**config.mk**
```make
export PLATFORM = sky130hd
export DESIGN_NAME = aniso_sample_gen
export DESIGN_NICKNAME = d
export VERILOG_FILES = /design/src/rtl/aniso_pkg.sv /design/src/rtl/aniso_axis_sel.sv /design/src/rtl/aniso_slope_div.sv /design/src/rtl/aniso_minor_acc.sv /design/src/rtl/aniso_sample_gen.sv
export SDC_FILE = /design/constraint.sdc
export NUM_CORES = 1
export LEC_CHECK = 0
export ABC_AREA = 0
export BUFFER_PORTS_ARGS = -buffer_cell sky130_fd_sc_hd__buf_2
export CELL_PAD_IN_SITES_DETAIL_PLACEMENT = 0
export CELL_PAD_IN_SITES_GLOBAL_PLACEMENT = 1
export CORE_ASPECT_RATIO = 0.5
export CORE_UTILIZATION = 30
export DETAILED_ROUTE_END_ITERATION = 6
export GPL_TIMING_DRIVEN = 0
export PLACE_DENSITY = 0.65
export REMOVE_ABC_BUFFERS = 1
export SYNTH_ARGS = -nofsm -noshare
export SYNTH_HDL_FRONTEND = slang
export SYNTH_SLANG_ARGS = --single-unit
```
**constraint.sdc**
```tcl
create_clock -name clk -period 11.32 [get_ports clk]
set_input_delay 0.566 -clock clk [delete_from_list [all_inputs] [get_ports clk]]
set_output_delay 0.566 -clock clk [all_outputs]
set_load 0.005 [all_outputs]
```
**src/rtl/aniso_pkg.sv**
```systemverilog
`timescale 1ns/1ps
package aniso_pkg;
  typedef enum logic [2:0] {
    ST_IDLE  = 3'd0,
    ST_DIV   = 3'd1,
    ST_FIRST = 3'd2,
    ST_MID   = 3'd3,
    ST_FINAL = 3'd4
  } walk_state_e;
endpackage

```
**src/rtl/aniso_axis_sel.sv**
```systemverilog
`timescale 1ns/1ps
// Picks the major axis, orders the endpoints along it and finds the
// first grid position strictly past the start.
module aniso_axis_sel #(
  parameter int COORD_W = 12,
  parameter int FRAC_W  = 4
) (
  input  logic [COORD_W-1:0] u0,
  input  logic [COORD_W-1:0] v0,
  input  logic [COORD_W-1:0] u1,
  input  logic [COORD_W-1:0] v1,
  output logic               v_major,
  output logic [COORD_W-1:0] maj_s,
  output logic [COORD_W-1:0] maj_e,
  output logic [COORD_W-1:0] min_s,
  output logic [COORD_W-1:0] min_e,
  output logic [COORD_W-1:0] maj_len,
  output logic [COORD_W-1:0] min_len,
  output logic               min_neg,
  output logic [COORD_W+1:0] grid0
);
  localparam int MW = FRAC_W + 1;
  localparam logic [COORD_W+1:0] HALF   = (COORD_W+2)'(1) << (FRAC_W - 1);
  localparam logic [COORD_W+1:0] STRIDE = (COORD_W+2)'(1) << MW;

  logic [COORD_W-1:0] adu, adv, maj_a, maj_b, min_a, min_b;
  logic               swap;

  always_comb begin
    adu     = (u1 >= u0) ? u1 - u0 : u0 - u1;
    adv     = (v1 >= v0) ? v1 - v0 : v0 - v1;
    v_major = adv > adu;
    maj_a   = v_major ? v0 : u0;
    maj_b   = v_major ? v1 : u1;
    min_a   = v_major ? u0 : v0;
    min_b   = v_major ? u1 : v1;
    swap    = maj_b < maj_a;
    maj_s   = swap ? maj_b : maj_a;
    maj_e   = swap ? maj_a : maj_b;
    min_s   = swap ? min_b : min_a;
    min_e   = swap ? min_a : min_b;
    maj_len = maj_e - maj_s;
    min_neg = min_e < min_s;
    min_len = min_neg ? min_s - min_e : min_e - min_s;
    grid0   = {2'b00, maj_s[COORD_W-1:MW], {MW{1'b0}}} + HALF;
    if (maj_s[MW-1:0] >= HALF[MW-1:0]) grid0 = grid0 + STRIDE;
  end
endmodule

```
**src/rtl/aniso_slope_div.sv**
```systemverilog
`timescale 1ns/1ps
// Restoring divider for num/den with num <= den: quotient in [0, 1.0]
// carrying QF fraction bits, one quotient bit per cycle.
module aniso_slope_div #(
  parameter int NW = 12,
  parameter int QF = 12
) (
  input  logic          clk,
  input  logic          rst_n,
  input  logic          start,
  input  logic [NW-1:0] num,
  input  logic [NW-1:0] den,
  output logic          busy,
  output logic          done,
  output logic [QF:0]   quot
);
  localparam int CNT_W = $clog2(QF + 1);

  logic [NW:0]    rem, trial, den_x;
  logic [NW-1:0]  den_q;
  logic [CNT_W-1:0] cnt;
  logic           first;

  always_comb begin
    den_x = {1'b0, den_q};
    trial = first ? rem : {rem[NW-1:0], 1'b0};
  end

  always_ff @(posedge clk or negedge rst_n) begin
    if (!rst_n) begin
      rem   <= '0;
      den_q <= '0;
      cnt   <= '0;
      first <= 1'b0;
      busy  <= 1'b0;
      done  <= 1'b0;
      quot  <= '0;
    end else begin
      done <= 1'b0;
      if (start) begin
        rem   <= {1'b0, num};
        den_q <= den;
        quot  <= '0;
        cnt   <= CNT_W'(QF);
        first <= 1'b1;
        busy  <= 1'b1;
      end else if (busy) begin
        first <= 1'b0;
        if (trial >= den_x) begin
          quot <= {quot[QF-1:0], 1'b1};
          rem  <= trial - den_x;
        end else begin
          quot <= {quot[QF-1:0], 1'b0};
          rem  <= trial;
        end
        if (cnt == '0) begin
          busy <= 1'b0;
          done <= 1'b1;
        end else begin
          cnt <= cnt - 1'b1;
        end
      end
    end
  end

  // the operands never describe a slope steeper than 1.0
  p_num_le_den_r5: assert property (@(posedge clk) disable iff (!rst_n)
    start |-> (num <= den && den != '0));
  // the finished quotient stays within 1.0
  p_slope_le_one_r5: assert property (@(posedge clk) disable iff (!rst_n)
    done |-> (quot <= ((QF+1)'(1) << QF)));
endmodule

```
**src/rtl/aniso_minor_acc.sv**
```systemverilog
`timescale 1ns/1ps
// Minor-axis position along the line, kept with SLOPE_FRAC extra bits.
module aniso_minor_acc #(
  parameter int COORD_W    = 12,
  parameter int FRAC_W     = 4,
  parameter int SLOPE_FRAC = 12
) (
  input  logic                clk,
  input  logic                rst_n,
  input  logic                load,
  input  logic                step,
  input  logic [COORD_W-1:0]  min_start,
  input  logic [COORD_W+1:0]  offset,
  input  logic [SLOPE_FRAC:0] slope,
  input  logic                neg,
  output logic [COORD_W-1:0]  minor
);
  localparam int AW = COORD_W + SLOPE_FRAC + 4;

  logic [AW-1:0] acc, prod, stepv, base;

  always_comb begin
    prod  = AW'(slope) * AW'(offset);
    stepv = AW'(slope) << (FRAC_W + 1);
    base  = AW'(min_start) << SLOPE_FRAC;
    minor = acc[COORD_W+SLOPE_FRAC-1:SLOPE_FRAC];
  end

  always_ff @(posedge clk or negedge rst_n) begin
    if (!rst_n) begin
      acc <= '0;
    end else if (load) begin
      acc <= neg ? base - prod : base + prod;
    end else if (step) begin
      acc <= neg ? acc - stepv : acc + stepv;
    end
  end
endmodule

```
**src/rtl/aniso_sample_gen.sv**
```systemverilog
`timescale 1ns/1ps
module aniso_sample_gen #(
  parameter int COORD_W    = 12,
  parameter int FRAC_W     = 4,
  parameter int SLOPE_FRAC = 12
) (
  input  logic               clk,
  input  logic               rst_n,
  input  logic               req_valid,
  output logic               req_ready,
  input  logic [COORD_W-1:0] req_u0,
  input  logic [COORD_W-1:0] req_v0,
  input  logic [COORD_W-1:0] req_u1,
  input  logic [COORD_W-1:0] req_v1,
  output logic               smp_valid,
  input  logic               smp_ready,
  output logic [COORD_W-1:0] smp_u,
  output logic [COORD_W-1:0] smp_v,
  output logic [COORD_W-1:0] smp_w,
  output logic               smp_last,
  output logic               smp_vmajor
);
  import aniso_pkg::*;

  localparam int GW = COORD_W + 2;
  localparam logic [GW-1:0] STRIDE = GW'(1) << (FRAC_W + 1);
  localparam logic [GW-1:0] HALF   = GW'(1) << (FRAC_W - 1);

  walk_state_e state;

  // setup view of the incoming request
  logic               c_vmaj, c_neg;
  logic [COORD_W-1:0] c_s, c_e, c_ms, c_me, c_len, c_mlen;
  logic [GW-1:0]      c_g0;

  aniso_axis_sel #(.COORD_W(COORD_W), .FRAC_W(FRAC_W)) u_axis (
    .u0(req_u0), .v0(req_v0), .u1(req_u1), .v1(req_v1),
    .v_major(c_vmaj), .maj_s(c_s), .maj_e(c_e), .min_s(c_ms), .min_e(c_me),
    .maj_len(c_len), .min_len(c_mlen), .min_neg(c_neg), .grid0(c_g0)
  );

  logic accept, fire;
  logic div_start, div_busy, div_done;
  logic [SLOPE_FRAC:0] slope;

  assign req_ready = (state == ST_IDLE);
  assign accept    = req_valid && req_ready;
  assign div_start = accept && (c_len != '0);

  aniso_slope_div #(.NW(COORD_W), .QF(SLOPE_FRAC)) u_div (
    .clk(clk), .rst_n(rst_n), .start(div_start), .num(c_mlen), .den(c_len),
    .busy(div_busy), .done(div_done), .quot(slope)
  );

  // per-line registers
  logic               vmaj_q, neg_q, zero_q, mid_q;
  logic [COORD_W-1:0] s_q, e_q, ms_q, me_q, len_q;
  logic [GW-1:0]      g0_q, pos_q, pos_nxt;
  logic [COORD_W-1:0] minor_acc;

  aniso_minor_acc #(.COORD_W(COORD_W), .FRAC_W(FRAC_W), .SLOPE_FRAC(SLOPE_FRAC)) u_acc (
    .clk(clk), .rst_n(rst_n), .load(div_done), .step(fire && state == ST_MID),
    .min_start(ms_q), .offset(g0_q - {2'b00, s_q}), .slope(slope), .neg(neg_q),
    .minor(minor_acc)
  );

  assign pos_nxt = pos_q + STRIDE;

  always_ff @(posedge clk or negedge rst_n) begin
    if (!rst_n) begin
      state  <= ST_IDLE;
      vmaj_q <= 1'b0;
      neg_q  <= 1'b0;
      zero_q <= 1'b0;
      mid_q  <= 1'b0;
      s_q    <= '0;
      e_q    <= '0;
      ms_q   <= '0;
      me_q   <= '0;
      len_q  <= '0;
      g0_q   <= '0;
      pos_q  <= '0;
    end else begin
      unique case (state)
        ST_IDLE: if (accept) begin
          vmaj_q <= c_vmaj;
          neg_q  <= c_neg;
          zero_q <= (c_len == '0);
          mid_q  <= (c_g0 < {2'b00, c_e});
          s_q    <= c_s;
          e_q    <= c_e;
          ms_q   <= c_ms;
          me_q   <= c_me;
          len_q  <= c_len;
          g0_q   <= c_g0;
          pos_q  <= c_g0;
          state  <= (c_len == '0) ? ST_FIRST : ST_DIV;
        end
        ST_DIV: if (div_done) state <= ST_FIRST;
        ST_FIRST: if (fire) begin
          if (zero_q)     state <= ST_IDLE;
          else if (mid_q) state <= ST_MID;
          else            state <= ST_FINAL;
        end
        ST_MID: if (fire) begin
          pos_q <= pos_nxt;
          if (pos_nxt >= {2'b00, e_q}) state <= ST_FINAL;
        end
        ST_FINAL: if (fire) state <= ST_IDLE;
        default: state <= ST_IDLE;
      endcase
    end
  end

  // output selection
  logic [COORD_W-1:0] out_major, out_minor;
  logic [GW-1:0]      w_full;

  always_comb begin
    out_major = s_q;
    out_minor = ms_q;
    w_full    = STRIDE;
    smp_last  = 1'b0;
    unique case (state)
      ST_FIRST: begin
        out_major = s_q;
        out_minor = ms_q;
        if (zero_q)     w_full = STRIDE;
        else if (mid_q) w_full = g0_q - {2'b00, s_q};
        else            w_full = {2'b00, len_q};
        smp_last = zero_q;
      end
      ST_MID: begin
        out_major = pos_q[COORD_W-1:0];
        out_minor = minor_acc;
        w_full    = STRIDE;
      end
      ST_FINAL: begin
        out_major = e_q;
        out_minor = me_q;
        w_full    = mid_q ? ({2'b00, e_q} + STRIDE - pos_q) : {2'b00, len_q};
        smp_last  = 1'b1;
      end
      default: ;
    endcase
  end

  assign smp_valid  = (state == ST_FIRST) || (state == ST_MID) || (state == ST_FINAL);
  assign fire       = smp_valid && smp_ready;
  assign smp_u      = vmaj_q ? out_minor : out_major;
  assign smp_v      = vmaj_q ? out_major : out_minor;
  assign smp_w      = w_full[COORD_W-1:0];
  assign smp_vmajor = vmaj_q;

  // no sample is offered while a new request can be taken
  p_idle_no_sample_r1: assert property (@(posedge clk) disable iff (!rst_n)
    req_ready |-> !smp_valid);
  // a stalled sample holds its value
  p_hold_r9: assert property (@(posedge clk) disable iff (!rst_n)
    (smp_valid && !smp_ready) |=> (smp_valid && $stable(smp_u) && $stable(smp_v)
                                   && $stable(smp_w) && $stable(smp_last)));
  // each consumed non-final sample is followed by one further along the major axis
  p_order_r3: assert property (@(posedge clk) disable iff (!rst_n)
    (fire && !smp_last) |=> (smp_valid && out_major > $past(out_major)));
  // interior taps sit on the half-texel grid strictly inside the line
  p_grid_r4: assert property (@(posedge clk) disable iff (!rst_n)
    (state == ST_MID) |-> (pos_q[FRAC_W:0] == HALF[FRAC_W:0]
                           && out_major > s_q && out_major < e_q));
  // every weight is positive and at most one stride
  p_weight_bound_r7: assert property (@(posedge clk) disable iff (!rst_n)
    smp_valid |-> (w_full != '0 && w_full <= STRIDE));
endmodule

```
==> impl_metrics.json <==
{
  "reg2reg_slack_ns": 0.59,
  "clock_latency_ns": 0.46,
  "crit_top_cell": "sky130_fd_sc_hd__a21o_1",
  "clock-sinks": 150,
  "finalHoldViolCount": 0,
  "worst_slew_margin_rel_pct": 12.8,
  "cts_buffers": 17,
  "cp-end-kind": "register",
  "hold_path_depth": 2,
  "grt_max_degree": 111,
  "vias_cell": 5.13,
  "clkSlewWorstSetupHoldPaths_ns": 0.07,
  "die_width_um": 388,
  "setup_repair_after_global_routing_missed_its_margin": "yes",
  "initial_utilization_pct": 30.4,
  "antenna_found_initial": 1,
  "dp_hpwl_um": 56700,
  "grt_pass1_wl_um": 113000,
  "synth_area_sq_um": 22300,
  "count_of_distinct_cell_types_in_the_synthesized_netlist": 75,
  "fill_cells": 7743,
  "combined_global_route_utilization_of_all_metal_layers_pct": 19.1,
  "route.final.wire_length_um": 73100,
  "synth_seq_area_share_pct": 16.8,
  "grt_pass1_vias": 19736,
  "layout-area-overhead-vs-synth_pct": 14.6,
  "synth_enable_flop_cells": 0,
  "setup-violations-final": 0,
  "core-area_sq_um": 73300,
  "crit_path_max_incr_delay_ns": 0.42,
  "drt.antenna.violating_nets": 0,
  "setup.worst_path.start_class": "input pin",
  "cp_data_required_time_ns": 11.67,
  "worstHoldPathType": "in2reg",
  "netlist_instances": 2842,
  "yosys.cell_count.top_type": "sky130_fd_sc_hd__nand2_1",
  "cts_root_buffer": "sky130_fd_sc_hd__clkbuf_16",
  "via_count": 19953,
  "holdCritStartpoint": "smp_ready",
  "max_cap_violations": 0,
  "leading_cell_types_by_count_after_synthesis": "sky130_fd_sc_hd__nand2_1, sky130_fd_sc_hd__inv_1, sky130_fd_sc_hd__ha_1",
  "globalplace.congestion": 0.882,
  "final.setup_skew_ns": 0.0190,
  "maximum_root_to_sink_buffer_count": 2,
  "accumulated_negative_setup_slack_ns": 0,
  "ys_warns": 0,
  "synth_largest_area_cell": "sky130_fd_sc_hd__dfrtp_1",
  "drt_first_pass_iters": 5,
  "timing.rr.end": "u_acc.acc[23]$_DFFE_PN0P_",
  "worst_path_max_delay_cell": "sky130_fd_sc_hd__a2111o_1",
  "diodes": 0,
  "rr_startpoint": "s_q[0]$_DFFE_PN0P_",
  "multi_input_gate_area_sq_um": 17300,
  "timing.final.crit_period_ns": 10.94,
  "finish.instance_area_sq_um": 25500,
  "ys_seq_elements": 150,
  "ioPinCount": 92,
  "worstPathArrival_ns": 11.28,
  "first_iter_violations": 1073,
  "die-height_um": 195,
  "synth_top_flop_cell": "sky130_fd_sc_hd__dfrtp_1",
  "timing.fmax_ghz": 0.0914,
  "critPathMaxFanout": 10,
  "placement_rows": 70,
  "cell_count_post_placement": 3790,
  "synthDominantCellAreaShare_pct": 16.8,
  "run_status": "completed",
  "final-instance-count-excl-fill": 3887,
  "clock_tree_from_tritoncts": "done",
  "placement.io_buffers": 91,
  "avgRoutedWirePerCell_um": 18.8,
  "fp.dieArea_sq_um": 75500,
  "grt-ovfl-total": 0,
  "async_reset_ff_share_pct": 100,
  "final_period_utilization_pct": 96.6,
  "hold_path_end": "state[2]$_DFFE_PN0P_",
  "max_slew.worst_pin.slew_ns": 1.31,
  "syn_avg_cell_area_sq_um": 7.84,
  "setup.worst_path.class": "in2reg",
  "synth_top_cells_by_area": "sky130_fd_sc_hd__dfrtp_1, sky130_fd_sc_hd__ha_1, sky130_fd_sc_hd__fa_1",
  "layout-drive-gt1-share_pct": 11.4,
  "placed_area_sq_um": 23900,
  "post-route-util_pct": 34.8,
  "num-nets-final": 3345,
  "final-seq-area_sq_um": 3760,
  "h-tree-depth": 4,
  "worst-r2r-cell-count": 39,
  "drc": 0,
  "drv_slew": 0
}
==> placed cells by master (no fill, tap or decap), types with 60 or more instances in the layout <==
| master | synthesis | layout |
|---|---|---|
| sky130_fd_sc_hd__nand2_1 | 410 | 407 |
| sky130_fd_sc_hd__inv_1 | 321 | 321 |
| sky130_fd_sc_hd__ha_1 | 251 | 244 |
| sky130_fd_sc_hd__o21ai_0 | 215 | 201 |
| sky130_fd_sc_hd__a21oi_1 | 202 | 181 |
| sky130_fd_sc_hd__nor2_1 | 171 | 166 |
| sky130_fd_sc_hd__dfrtp_1 | 150 | 146 |
| sky130_fd_sc_hd__fa_1 | 140 | 139 |
| sky130_fd_sc_hd__mux2i_1 | 109 | 105 |
| sky130_fd_sc_hd__xnor2_1 | 105 | 99 |
| sky130_fd_sc_hd__buf_2 | 7 | 90 |
| sky130_fd_sc_hd__a21o_1 | 78 | 75 |
| sky130_fd_sc_hd__and2_1 | 61 | 60 |
==> layout make-up <==
cell class	count	area share (%)
multi-input combinational	2238	67.9
sequential	150	14.7
clock buffer	19	1.73
tap	972	4.76
inverter	321	4.72
clock inverter	13	0.524
timing repair buffer	174	5.62
==> flip-flops by register name, summed over array words and instances (netlist names), 3 cells and up <==
register and flops:
u_acc.acc 19, u_div.den_q 12, g0_q 9, u_div.quot 13
s_q 12, state 3, pos_q 10, e_q 12
u_div.cnt 4, me_q 12, len_q 12, u_div.rem 13
ms_q 12
==> layer usage <==
layer  up-vias  share of wire (%)  GRT usage (%)
li1       9734                  -              -
met1      9779                 46           25.1
met2       368                 48           33.5
met3        70                3.4           1.80
met4         2                1.9           4.57
met5         -              0.018              0
==> kinds of logic after synthesis <==
logic type / share of synthesized area, %
compound gates: 19.8
simple gates: 16.7
other cells: 0.0168
mux: 6.21
buf+inv: 7.87
flops: 16.8
xor+xnor: 5.89
fa+ha+maj: 26.7
==> repair_timing <==
action	CTS	global route
buffers inserted	26	28
hold buffers	1	0
hold endpoints to repair	40	0
resized for setup	44	58
setup endpoints to repair	71	46
gates cloned	3	7
pin swaps	15	32
==> worst max-delay path by stage <==
stage | from | endpoint
after floorplan | req_v1[0] | u_div.rem[9]$_DFFE_PN0P_
after global placement | req_u1[0] | u_div.rem[9]$_DFFE_PN0P_
after detailed placement | req_u1[0] | u_div.rem[9]$_DFFE_PN0P_
after CTS | req_v1[0] | u_div.rem[9]$_DFFE_PN0P_
after global routing | req_v1[0] | u_div.rem[9]$_DFFE_PN0P_
final | req_v1[0] | u_div.rem[9]$_DFFE_PN0P_
==> stage by stage <==
step / worst slack, ns / hold slack (ns)
2_1_floorplan: -5.44 / 0.270
3_3_place_gp: -12.43 / 0.454
3_5_place_dp: -3.67 / 0.462
4_1_cts: 0.00387 / 0.374
5_1_grt: -0.0480 / 0.377
6_report: 0.381 / 0.405
==> critical path, delay by kind of cell <==
family	cells	cell delay, ns
buffers and inverters	12	1.59
and+or+nand+nor	7	1.18
AOI/OAI and AO/OA	28	5.49
muxes	3	0.74
adders and majority gates	6	1.66
Power is not shown: default switching activity piles up to over one toggle a cycle in this logic, so the estimate is an artifact.
